[src/rtl/cmdbuf_pkg.sv]
package cmdbuf_pkg;
  typedef logic [3:0] mbool4_t;
  localparam mbool4_t CLR_OFF = 4'b1001;
  localparam mbool4_t CLR_ON  = 4'b0110;

  localparam int ERR_NUM = 3;
  localparam int ERR_WR  = 0;
  localparam int ERR_RD  = 1;
  localparam int ERR_ST  = 2;
endpackage

[src/rtl/cmdbuf_store.sv]
module cmdbuf_store #(
  parameter int DEPTH = 13,
  parameter int WIDTH = 32,
  parameter int PTR_W = $clog2(DEPTH)
) (
  input  logic             clk_i,
  input  logic             we_a_i,
  input  logic [PTR_W-1:0] addr_a_i,
  input  logic [WIDTH-1:0] data_a_i,
  input  logic             we_b_i,
  input  logic [PTR_W-1:0] addr_b_i,
  input  logic [WIDTH-1:0] data_b_i,
  input  logic [PTR_W-1:0] raddr_i,
  output logic [WIDTH-1:0] rdata_o
);
  logic [WIDTH-1:0] mem_q [DEPTH];

  for (genvar i = 0; i < DEPTH; i++) begin : g_entry
    logic             hit_a, hit_b, en;
    logic [WIDTH-1:0] d;
    always_comb begin
      hit_a = we_a_i && (addr_a_i == PTR_W'(i));
      hit_b = we_b_i && (addr_b_i == PTR_W'(i));
      en    = hit_a || hit_b;
      d     = hit_b ? data_b_i : data_a_i;
    end
    always_ff @(posedge clk_i) begin
      if (en) mem_q[i] <= d;
    end
  end

  assign rdata_o = mem_q[raddr_i];
endmodule

[src/rtl/cmdbuf_ctrl.sv]
module cmdbuf_ctrl #(
  parameter int DEPTH = 13,
  parameter int PTR_W = $clog2(DEPTH),
  parameter int CNT_W = $clog2(DEPTH + 1)
) (
  input  logic             clk_i,
  input  logic             rst_ni,
  input  logic             clr_i,
  input  logic             push_i,
  input  logic             pop_i,
  output logic             we_a_o,
  output logic [PTR_W-1:0] addr_a_o,
  output logic             we_b_o,
  output logic [PTR_W-1:0] addr_b_o,
  output logic [PTR_W-1:0] rptr_o,
  output logic [CNT_W-1:0] count_o,
  output logic             full_o,
  output logic             empty_o,
  output logic             wr_err_o,
  output logic             rd_err_o,
  output logic             st_err_o
);
  localparam logic [PTR_W:0] DEPTH_X = (PTR_W+1)'(DEPTH);

  logic [PTR_W-1:0] rptr_q, rptr_d, wptr_q, wptr_d;
  logic [CNT_W-1:0] cnt_q, cnt_d;
  logic             full_q, full_d, empty_q, empty_d;
  logic             do_push, do_pop;

  function automatic logic [PTR_W-1:0] adv(input logic [PTR_W-1:0] p,
                                           input logic [1:0] k);
    logic [PTR_W:0] s;
    s = {1'b0, p} + (PTR_W+1)'(k);
    if (s >= DEPTH_X) s = s - DEPTH_X;
    return s[PTR_W-1:0];
  endfunction

  always_comb begin
    do_push = push_i && !clr_i;
    do_pop  = pop_i && !clr_i && !empty_q;

    we_a_o   = do_pop;
    addr_a_o = wptr_q;
    we_b_o   = do_push;
    addr_b_o = do_pop ? adv(wptr_q, 2'd1) : wptr_q;

    if (clr_i) begin
      rptr_d = '0;
      wptr_d = '0;
      cnt_d  = '0;
    end else begin
      rptr_d = adv(rptr_q, {1'b0, do_pop} + {1'b0, do_push && full_q});
      wptr_d = adv(wptr_q, {1'b0, do_pop} + {1'b0, do_push});
      cnt_d  = cnt_q + CNT_W'(do_push && !full_q);
    end
    full_d  = (cnt_d == CNT_W'(DEPTH));
    empty_d = (cnt_d == '0);

    wr_err_o = push_i && !clr_i && full_q;
    rd_err_o = pop_i && !clr_i && empty_q;
    st_err_o = (full_q && empty_q) || (cnt_q > CNT_W'(DEPTH));
  end

  always_ff @(posedge clk_i or negedge rst_ni) begin
    if (!rst_ni) begin
      rptr_q  <= '0;
      wptr_q  <= '0;
      cnt_q   <= '0;
      full_q  <= 1'b0;
      empty_q <= 1'b1;
    end else begin
      rptr_q  <= rptr_d;
      wptr_q  <= wptr_d;
      cnt_q   <= cnt_d;
      full_q  <= full_d;
      empty_q <= empty_d;
    end
  end

  assign rptr_o  = rptr_q;
  assign count_o = cnt_q;
  assign full_o  = full_q;
  assign empty_o = empty_q;
endmodule

[src/rtl/cmdbuf_errs.sv]
module cmdbuf_errs #(
  parameter int NUM = 3
) (
  input  logic           clk_i,
  input  logic           rst_ni,
  input  logic [NUM-1:0] pulse_i,
  output logic [NUM-1:0] sticky_o
);
  for (genvar i = 0; i < NUM; i++) begin : g_flag
    logic q, d;
    always_comb d = q || pulse_i[i];
    always_ff @(posedge clk_i or negedge rst_ni) begin
      if (!rst_ni) q <= 1'b0;
      else         q <= d;
    end
    assign sticky_o[i] = q;
  end
endmodule

[src/rtl/cmd_replay_buf.sv]
module cmd_replay_buf
  import cmdbuf_pkg::*;
#(
  parameter int DEPTH = 13,
  parameter int WIDTH = 32,
  parameter int CNT_W = $clog2(DEPTH + 1)
) (
  input  logic             clk_i,
  input  logic             rst_ni,
  input  logic [3:0]       clr_i,
  input  logic             push_i,
  input  logic [WIDTH-1:0] push_data_i,
  input  logic             pop_i,
  output logic [WIDTH-1:0] pop_data_o,
  output logic [CNT_W-1:0] count_o,
  output logic             full_o,
  output logic             empty_o,
  output logic             err_wr_o,
  output logic             err_rd_o,
  output logic             err_state_o
);
  localparam int PTR_W = $clog2(DEPTH);

  logic             clr_act;
  logic             we_a, we_b;
  logic [PTR_W-1:0] addr_a, addr_b, rptr;
  logic [WIDTH-1:0] head;
  logic [ERR_NUM-1:0] err_pulse, err_flag;

  // Fail-safe decode: only the exact inactive code lets the buffer run.
  assign clr_act = (clr_i != CLR_OFF);

  cmdbuf_ctrl #(.DEPTH(DEPTH), .PTR_W(PTR_W), .CNT_W(CNT_W)) u_ctrl (
    .clk_i    (clk_i),
    .rst_ni   (rst_ni),
    .clr_i    (clr_act),
    .push_i   (push_i),
    .pop_i    (pop_i),
    .we_a_o   (we_a),
    .addr_a_o (addr_a),
    .we_b_o   (we_b),
    .addr_b_o (addr_b),
    .rptr_o   (rptr),
    .count_o  (count_o),
    .full_o   (full_o),
    .empty_o  (empty_o),
    .wr_err_o (err_pulse[ERR_WR]),
    .rd_err_o (err_pulse[ERR_RD]),
    .st_err_o (err_pulse[ERR_ST])
  );

  // Port A recirculates the head word, port B takes the pushed word.
  cmdbuf_store #(.DEPTH(DEPTH), .WIDTH(WIDTH), .PTR_W(PTR_W)) u_store (
    .clk_i    (clk_i),
    .we_a_i   (we_a),
    .addr_a_i (addr_a),
    .data_a_i (head),
    .we_b_i   (we_b),
    .addr_b_i (addr_b),
    .data_b_i (push_data_i),
    .raddr_i  (rptr),
    .rdata_o  (head)
  );

  cmdbuf_errs #(.NUM(ERR_NUM)) u_errs (
    .clk_i    (clk_i),
    .rst_ni   (rst_ni),
    .pulse_i  (err_pulse),
    .sticky_o (err_flag)
  );

  assign pop_data_o  = empty_o ? '0 : head;
  assign err_wr_o    = err_flag[ERR_WR];
  assign err_rd_o    = err_flag[ERR_RD];
  assign err_state_o = err_flag[ERR_ST];
endmodule

[config.mk]
export PLATFORM = sky130hd
export DESIGN_NAME = cmd_replay_buf
export DESIGN_NICKNAME = d
export VERILOG_FILES = /design/src/rtl/cmdbuf_pkg.sv /design/src/rtl/cmdbuf_store.sv /design/src/rtl/cmdbuf_ctrl.sv /design/src/rtl/cmdbuf_errs.sv /design/src/rtl/cmd_replay_buf.sv
export SDC_FILE = /design/constraint.sdc
export NUM_CORES = 1
export LEC_CHECK = 0
export BUFFER_PORTS_ARGS = -buffer_cell sky130_fd_sc_hd__buf_2
export CELL_PAD_IN_SITES_DETAIL_PLACEMENT = 1
export CELL_PAD_IN_SITES_GLOBAL_PLACEMENT = 1
export CORE_AREA = 2 2 202 204
export DETAILED_ROUTE_END_ITERATION = 6
export DIE_AREA = 0 0 204 206
export PLACE_DENSITY_LB_ADDON = 0.1
export SLEW_MARGIN = 20
export SYNTH_ARGS = -nofsm -noshare
export SYNTH_HDL_FRONTEND = slang
export SYNTH_SLANG_ARGS = --single-unit
[constraint.sdc]
create_clock -name clk_i -period 10.25 [get_ports clk_i]
set_clock_uncertainty 0.1 [all_clocks]
set_input_delay 1.025 -clock clk_i [delete_from_list [all_inputs] [get_ports clk_i]]
set_output_delay 1.025 -clock clk_i [all_outputs]
set_load 0.005 [all_outputs]
== Yosys cells after proc, flatten, opt, wreduce, memory -nomap -nowiden ==
Memory sizes are Yosys's and may differ from the RTL's.
Cells that the tools add are included.

* Memories: 1
* Memory bits (writable): 416
* Register bits after elaboration: 17
* Word-level logic and storage cells: 191
* Input bits: 40
* Output and inout port bits: 41

{| class="wikitable"
|+ Memories
! name !! depth !! bits a word !! rd ports !! clocked after Yosys merged registers in !! wr ports !! line !! text
|-
| u_store.mem_q || 13 || 32 || 1 || 0 || 3 || cmdbuf_store.sv:16 || <nowiki>logic [WIDTH-1:0] mem_q [DEPTH];</nowiki>
|}

* Multiplexer cells: 77
* Order comparisons: 4
* Reductions and logical operators: 66
* Equality and inequality tests: 26
* Add/subtract/negate cells: 9

{| class="wikitable"
|+ Operator list
! kind !! count
|-
| two-way mux 32 bit || 24
|-
| OR reduction 32 bit || 10
|-
| two-way mux 4 bit || 17
|-
| equality test 4 bit (second input constant) || 11
|-
| two-way mux 1 bit || 36
|-
| logical AND 1 bit || 33
|-
| equality test 4 x 3 -> 1 bit (second input constant) || 8
|-
| logical OR 1 bit || 17
|-
| equality test 4 x 2 -> 1 bit (second input constant) || 4
|-
| greater-or-equal comparator 5 x 4 -> 1 bit (second input constant) || 3
|-
| zero test 4 bit || 3
|-
| subtractor 4 bit (second input constant) || 3
|-
| adder 4 x 2 -> 5 bit || 2
|-
| equality test 4 x 1 -> 1 bit (second input constant) || 2
|-
| adder 4 x 1 -> 5 bit (second input constant) || 1
|-
| adder 1 x 1 -> 2 bit || 2
|-
| adder 4 x 1 -> 4 bit || 1
|-
| > comparator 4 bit (second input constant) || 1
|-
| != test 4 bit (second input constant) || 1
|-
| zero test 1 bit || 3
|}

== Logic depth before layout (Yosys ltp) ==
* Word-level depth: 16
* Depth in mapped cells: 13
* Depth with buffers taken out: 12

== Hierarchy ==
Synthesis repeated with hierarchy kept, for this count alone.

* Cell total of the unflattened synthesis: 1,402
* Area total of the unflattened synthesis: 22,755.6 µm²

{| class="wikitable"
|+ By module, submodules not included
! module !! cells an instance !! seq. area each (µm²) !! instances !! area an instance (µm²)
|-
| cmdbuf_store || 1,217 || 12,492.0 || 1 || 21,207.8
|-
| cmdbuf_ctrl || 140 || 351.6 || 1 || 1,197.4
|-
| cmd_replay_buf || 36 || 0.0 || 1 || 234.0
|-
| cmdbuf_errs || 9 || 75.1 || 1 || 116.4
|}

== Least setup slack after synthesis ==
Ideal clock, no wire load.

* Path kind: input-to-reg
* From: input clr_i[2]
* To: memory u_store.mem_q[6][0] (enable)
* Library setup time: 0.470 ns
* Path buffers: 2
* Arrival time: 4.909 ns
* Setup slack: 4.771 ns
* Stages on the path: 8
* Cells stage by stage: nand4bb_1 > buf_4 > nor2_8 > inv_4 > or4_4 > and3_4 > buf_6 > o31ai_1

{| class="wikitable"
|+ RTL lines
! item !! line !! text
|-
| start, declared || cmd_replay_buf.sv:10 || <nowiki>input logic [3:0] clr_i,</nowiki>
|-
| end, declared || cmdbuf_store.sv:16 ||
|}

== Final worst setup path ==
* From: register u_ctrl.rptr_q[1] (netlist: u_ctrl.rptr_o[1])
* To: output pop_data_o[2]

* Word-level cells in the longest chain between the ends: 2

{| class="wikitable"
|+ Ends and longest elaborated chain
! item !! line !! text
|-
| start, declared || cmdbuf_ctrl.sv:25 || <nowiki>logic [PTR_W-1:0] rptr_q, rptr_d, wptr_q, wptr_d;</nowiki>
|-
| start signal, assigned || cmdbuf_ctrl.sv:72 || <nowiki>rptr_q <= rptr_d;</nowiki>
|-
| memory read (13 x 32 bit) || -- ||
|-
| two-way mux 32 bit || cmd_replay_buf.sv:72 || <nowiki>assign pop_data_o = empty_o ? '0 : head;</nowiki>
|-
| end, declared || cmd_replay_buf.sv:14 || <nowiki>output logic [WIDTH-1:0] pop_data_o,</nowiki>
|}

Every way passes these cells.

==> qor.yml <==
clocking:
  cts-resized-gates: 0
  total_clock_sinks: 433
  cts.reportedPaths.clkPinSlew_ps: 60
  clock_path_buffers: 3
  cts_tree: "built"
  clkLatencyLatePin_ps: 590
  postCtsSetupBuffers: 0
  cts_inserted_buffers: 48
  cts.hold.buffers_added: 0
  library_cell_used_as_clock_root_buffer: "sky130_fd_sc_hd__clkbuf_16"
  h-tree-depth: 2
worst_setup_path:
  critical_path_required_ps: 9130
  launching_element_type_of_the_critical_path: "flip-flop"
  critical_path.max_stage_delay_ps: 940
  critPathKind: "reg2out"
  path_cells: "buf_4 -> mux4_2 -> mux2i_1 -> a21oi_1 -> nor2b_1 -> buf_2"
  crit_path_top_delay_cell: "sky130_fd_sc_hd__dfrtp_4"
  critical_path_arrival_ps: 4040
  worst_path_dominant_cell_family: "flip-flops"
  crit_fanout: 50
  timing.critical_path.buf_inv: 2
  critical_path.endpoint_type: "output port"
cells_and_area:
  post-route-util_pct: 62.3
  final_layout_size_suffix_gt1_share_pct: 50.7
  multi_input_area_um2: 9300
  antennaDiodeCount: 0
  final_cell_mix: "sky130_fd_sc_hd__edfxtp_1 (416), sky130_fd_sc_hd__mux2_2 (398), sky130_fd_sc_hd__mux4_2 (109)"
  regArea_um2: 12900
  mostFrequentLayoutCell: "sky130_fd_sc_hd__edfxtp_1"
  n_fill_cell: 3543
  design.final.nets: 1458
  syn_to_final_growth_pct: 9.59
sta:
  maxClockFrequency_ghz: 0.194
  setup-tns-final_ps: 0
  tightest_slew_ps: 1090
  final_max_slew_viol_count: 0
  timing.final.crit_period_ps: 5160
  setup-violations-final: 0
  remaining_max_slew_budget_at_the_tightest_pin_pct: 26.9
  finalHoldViolations: 0
  setup_repair_after_global_routing_missed_its_margin: "false"
  share_of_the_clock_period_used_by_the_worst_path_pct: 50.4
synthesis:
  post_synth.cell_area_avg_um2: 16.3
  synth_async_sr_flop_share_pct: 3.93
  synth_flop_cell: "sky130_fd_sc_hd__edfxtp_1"
  synthDistinctLibCells: 74
  cells_after_synth: 1401
  synth.cell_area_um2: 22800
  synth-seq-area-share_pct: 56.5
  synth.ff_latch_count: 433
  syn_nets: 1452
  synth-warning-count: 0
  synth-edff-count: 416
global_route:
  grt_max_degree: 57
  first_pass_grt_wire_length_mm: 88.9
  grt.overflow.total: 0
  grt_pass1_vias: 13626
  antenna_found_initial: 0
  grtUsageTotal_pct: 28.7
power:
  power.static_leakage_nw: 8.09
  power_report.internal_total_mw: 2.88
  comb_power_share_pct: 1.8
  p_sw_mw: 0.740
  power.total_mw: 3.62
  power.density_nw_per_um2: 145
  power_frac_seq_pct: 53.0
  power.share.clock_pct: 45.3
  sw_ratio_pct: 20.4
  ir_drop_uv: 136
place:
  dp_hpwl_mm: 31.4
  total_of_buffers_placed_on_input_and_output_ports: 80
  place.gp.congestion: 0.794
route:
  drt_iter0_markers: 850
  vias: 12874
  wl_per_cell_um: 29.8
  drt_pre_antenna_iters: 5
  via_per_inst: 6.53
  route.final.wire_length_mm: 58.7
  postRouteAntennaNets: 0
  drcViolationCount: 0
floorplanning:
  floorplan.initialDensity_pct: 56.9
  die_h_um: 206
  placement_rows: 74
  fp.dieArea_um2: 42000
  floorplan.core_area_um2: 40200
  die_x_um: 204
  ios: 81
status:
  run_status: "complete, no violations"
run:
  maxCapViolations: 0
min_path:
  holdCritPathClass: "in2async"
## registers in the layout, indices dropped and copies added, names as in the netlist
name             count
u_ctrl.count_o       4
u_ctrl.full_o        1
u_ctrl.addr_a_o      4
u_errs.g_flag.q      3
u_store.mem_q      416
u_ctrl.rptr_o        4
u_ctrl.empty_o       1
## synth_stat cells, types with 5 or more instances
| cell | number | area (um^2) |
|---|---|---|
| sky130_fd_sc_hd__a211oi_1 | 20 | 150 |
| sky130_fd_sc_hd__a21o_1 | 5 | 37.5 |
| sky130_fd_sc_hd__a21oi_1 | 28 | 140 |
| sky130_fd_sc_hd__buf_1 | 6 | 22.5 |
| sky130_fd_sc_hd__buf_2 | 31 | 155 |
| sky130_fd_sc_hd__buf_4 | 13 | 97.6 |
| sky130_fd_sc_hd__buf_6 | 7 | 78.8 |
| sky130_fd_sc_hd__clkbuf_1 | 101 | 379 |
| sky130_fd_sc_hd__dfrtp_1 | 16 | 400 |
| sky130_fd_sc_hd__edfxtp_1 | 416 | 12500 |
| sky130_fd_sc_hd__ha_1 | 10 | 125 |
| sky130_fd_sc_hd__inv_1 | 5 | 18.8 |
| sky130_fd_sc_hd__mux2_1 | 19 | 214 |
| sky130_fd_sc_hd__mux2_2 | 398 | 4480 |
| sky130_fd_sc_hd__mux2i_1 | 20 | 200 |
| sky130_fd_sc_hd__mux4_2 | 109 | 2450 |
| sky130_fd_sc_hd__nand2_1 | 20 | 75.1 |
| sky130_fd_sc_hd__nand2b_1 | 6 | 37.5 |
| sky130_fd_sc_hd__nand3_1 | 9 | 45.0 |
| sky130_fd_sc_hd__nor2_1 | 13 | 48.8 |
| sky130_fd_sc_hd__nor2b_1 | 57 | 357 |
| sky130_fd_sc_hd__nor3_1 | 5 | 25.0 |
| sky130_fd_sc_hd__xor2_1 | 5 | 43.8 |
## power by group through the flow
stage / registers, mW / clock network [mW] / logic [mW]
finish: 1.92 / 1.64 / 0.0641
global placement: 1.95 / 0 / 0.0607
CTS: 1.92 / 1.67 / 0.0638
global route: 1.92 / 1.73 / 0.0702
detailed placement: 1.96 / 0 / 0.0632
floorplan: 1.95 / 0 / 0.0369
## routing by layer
metal	GRT usage (%)	share of wire [%]	vias up
met5	0	0	-
li1	-	-	5578
met3	3.85	4.6	83
met2	47.6	50	336
met1	39.9	43	6877
met4	8.23	2.3	0
## final cells by class
type	count	share of cell area, %
multi-input combinational	804	37.1
clock buffer	65	5.22
clock inverter	18	0.625
timing repair buffer	114	2.63
sequential	433	51.6
inverter	6	0.0999
tap	532	2.66
## cell families after synthesis
logic type | share of synthesized area (%)
adders and majority gates | 0.635
AOI/OAI and AO/OA | 2.73
DFF | 56.5
xor gates and xnor gates | 0.345
and+or+nand+nor | 4.25
buffers and inverters | 3.32
muxes | 32.2
## stage by stage
step	setup WS [ps]	hold slack, ps	std cells	area [um^2]
detailed placement	5130	358	1888	23500
CTS	4910	255	1971	25000
global placement	5270	348	1888	23500
finish	5090	272	1972	25000
floorplan	4770	359	1401	22800
global route	4740	283	1972	25000
## path summary, 6_finish.rpt
check / cells after the start / slack, ps / startpoint / to
min in group clk_i: 1 / 370 / u_errs.g_flag[0].q / u_errs.g_flag[0].q
worst min-delay path: 1 / 270 / rst_ni / u_ctrl.rptr_o[3]
worst max-delay path: 6 / 5090 / u_ctrl.rptr_o[1] / pop_data_o[2]
worst max register to register: 9 / 5310 / u_ctrl.addr_a_o[0] / u_store.mem_q[12][16]
worst min register to register: 1 / 370 / u_errs.g_flag[0].q / u_errs.g_flag[0].q
max in group asynchronous: 1 / 9450 / rst_ni / u_ctrl.rptr_o[1]
(Power assumes the default switching activity.)
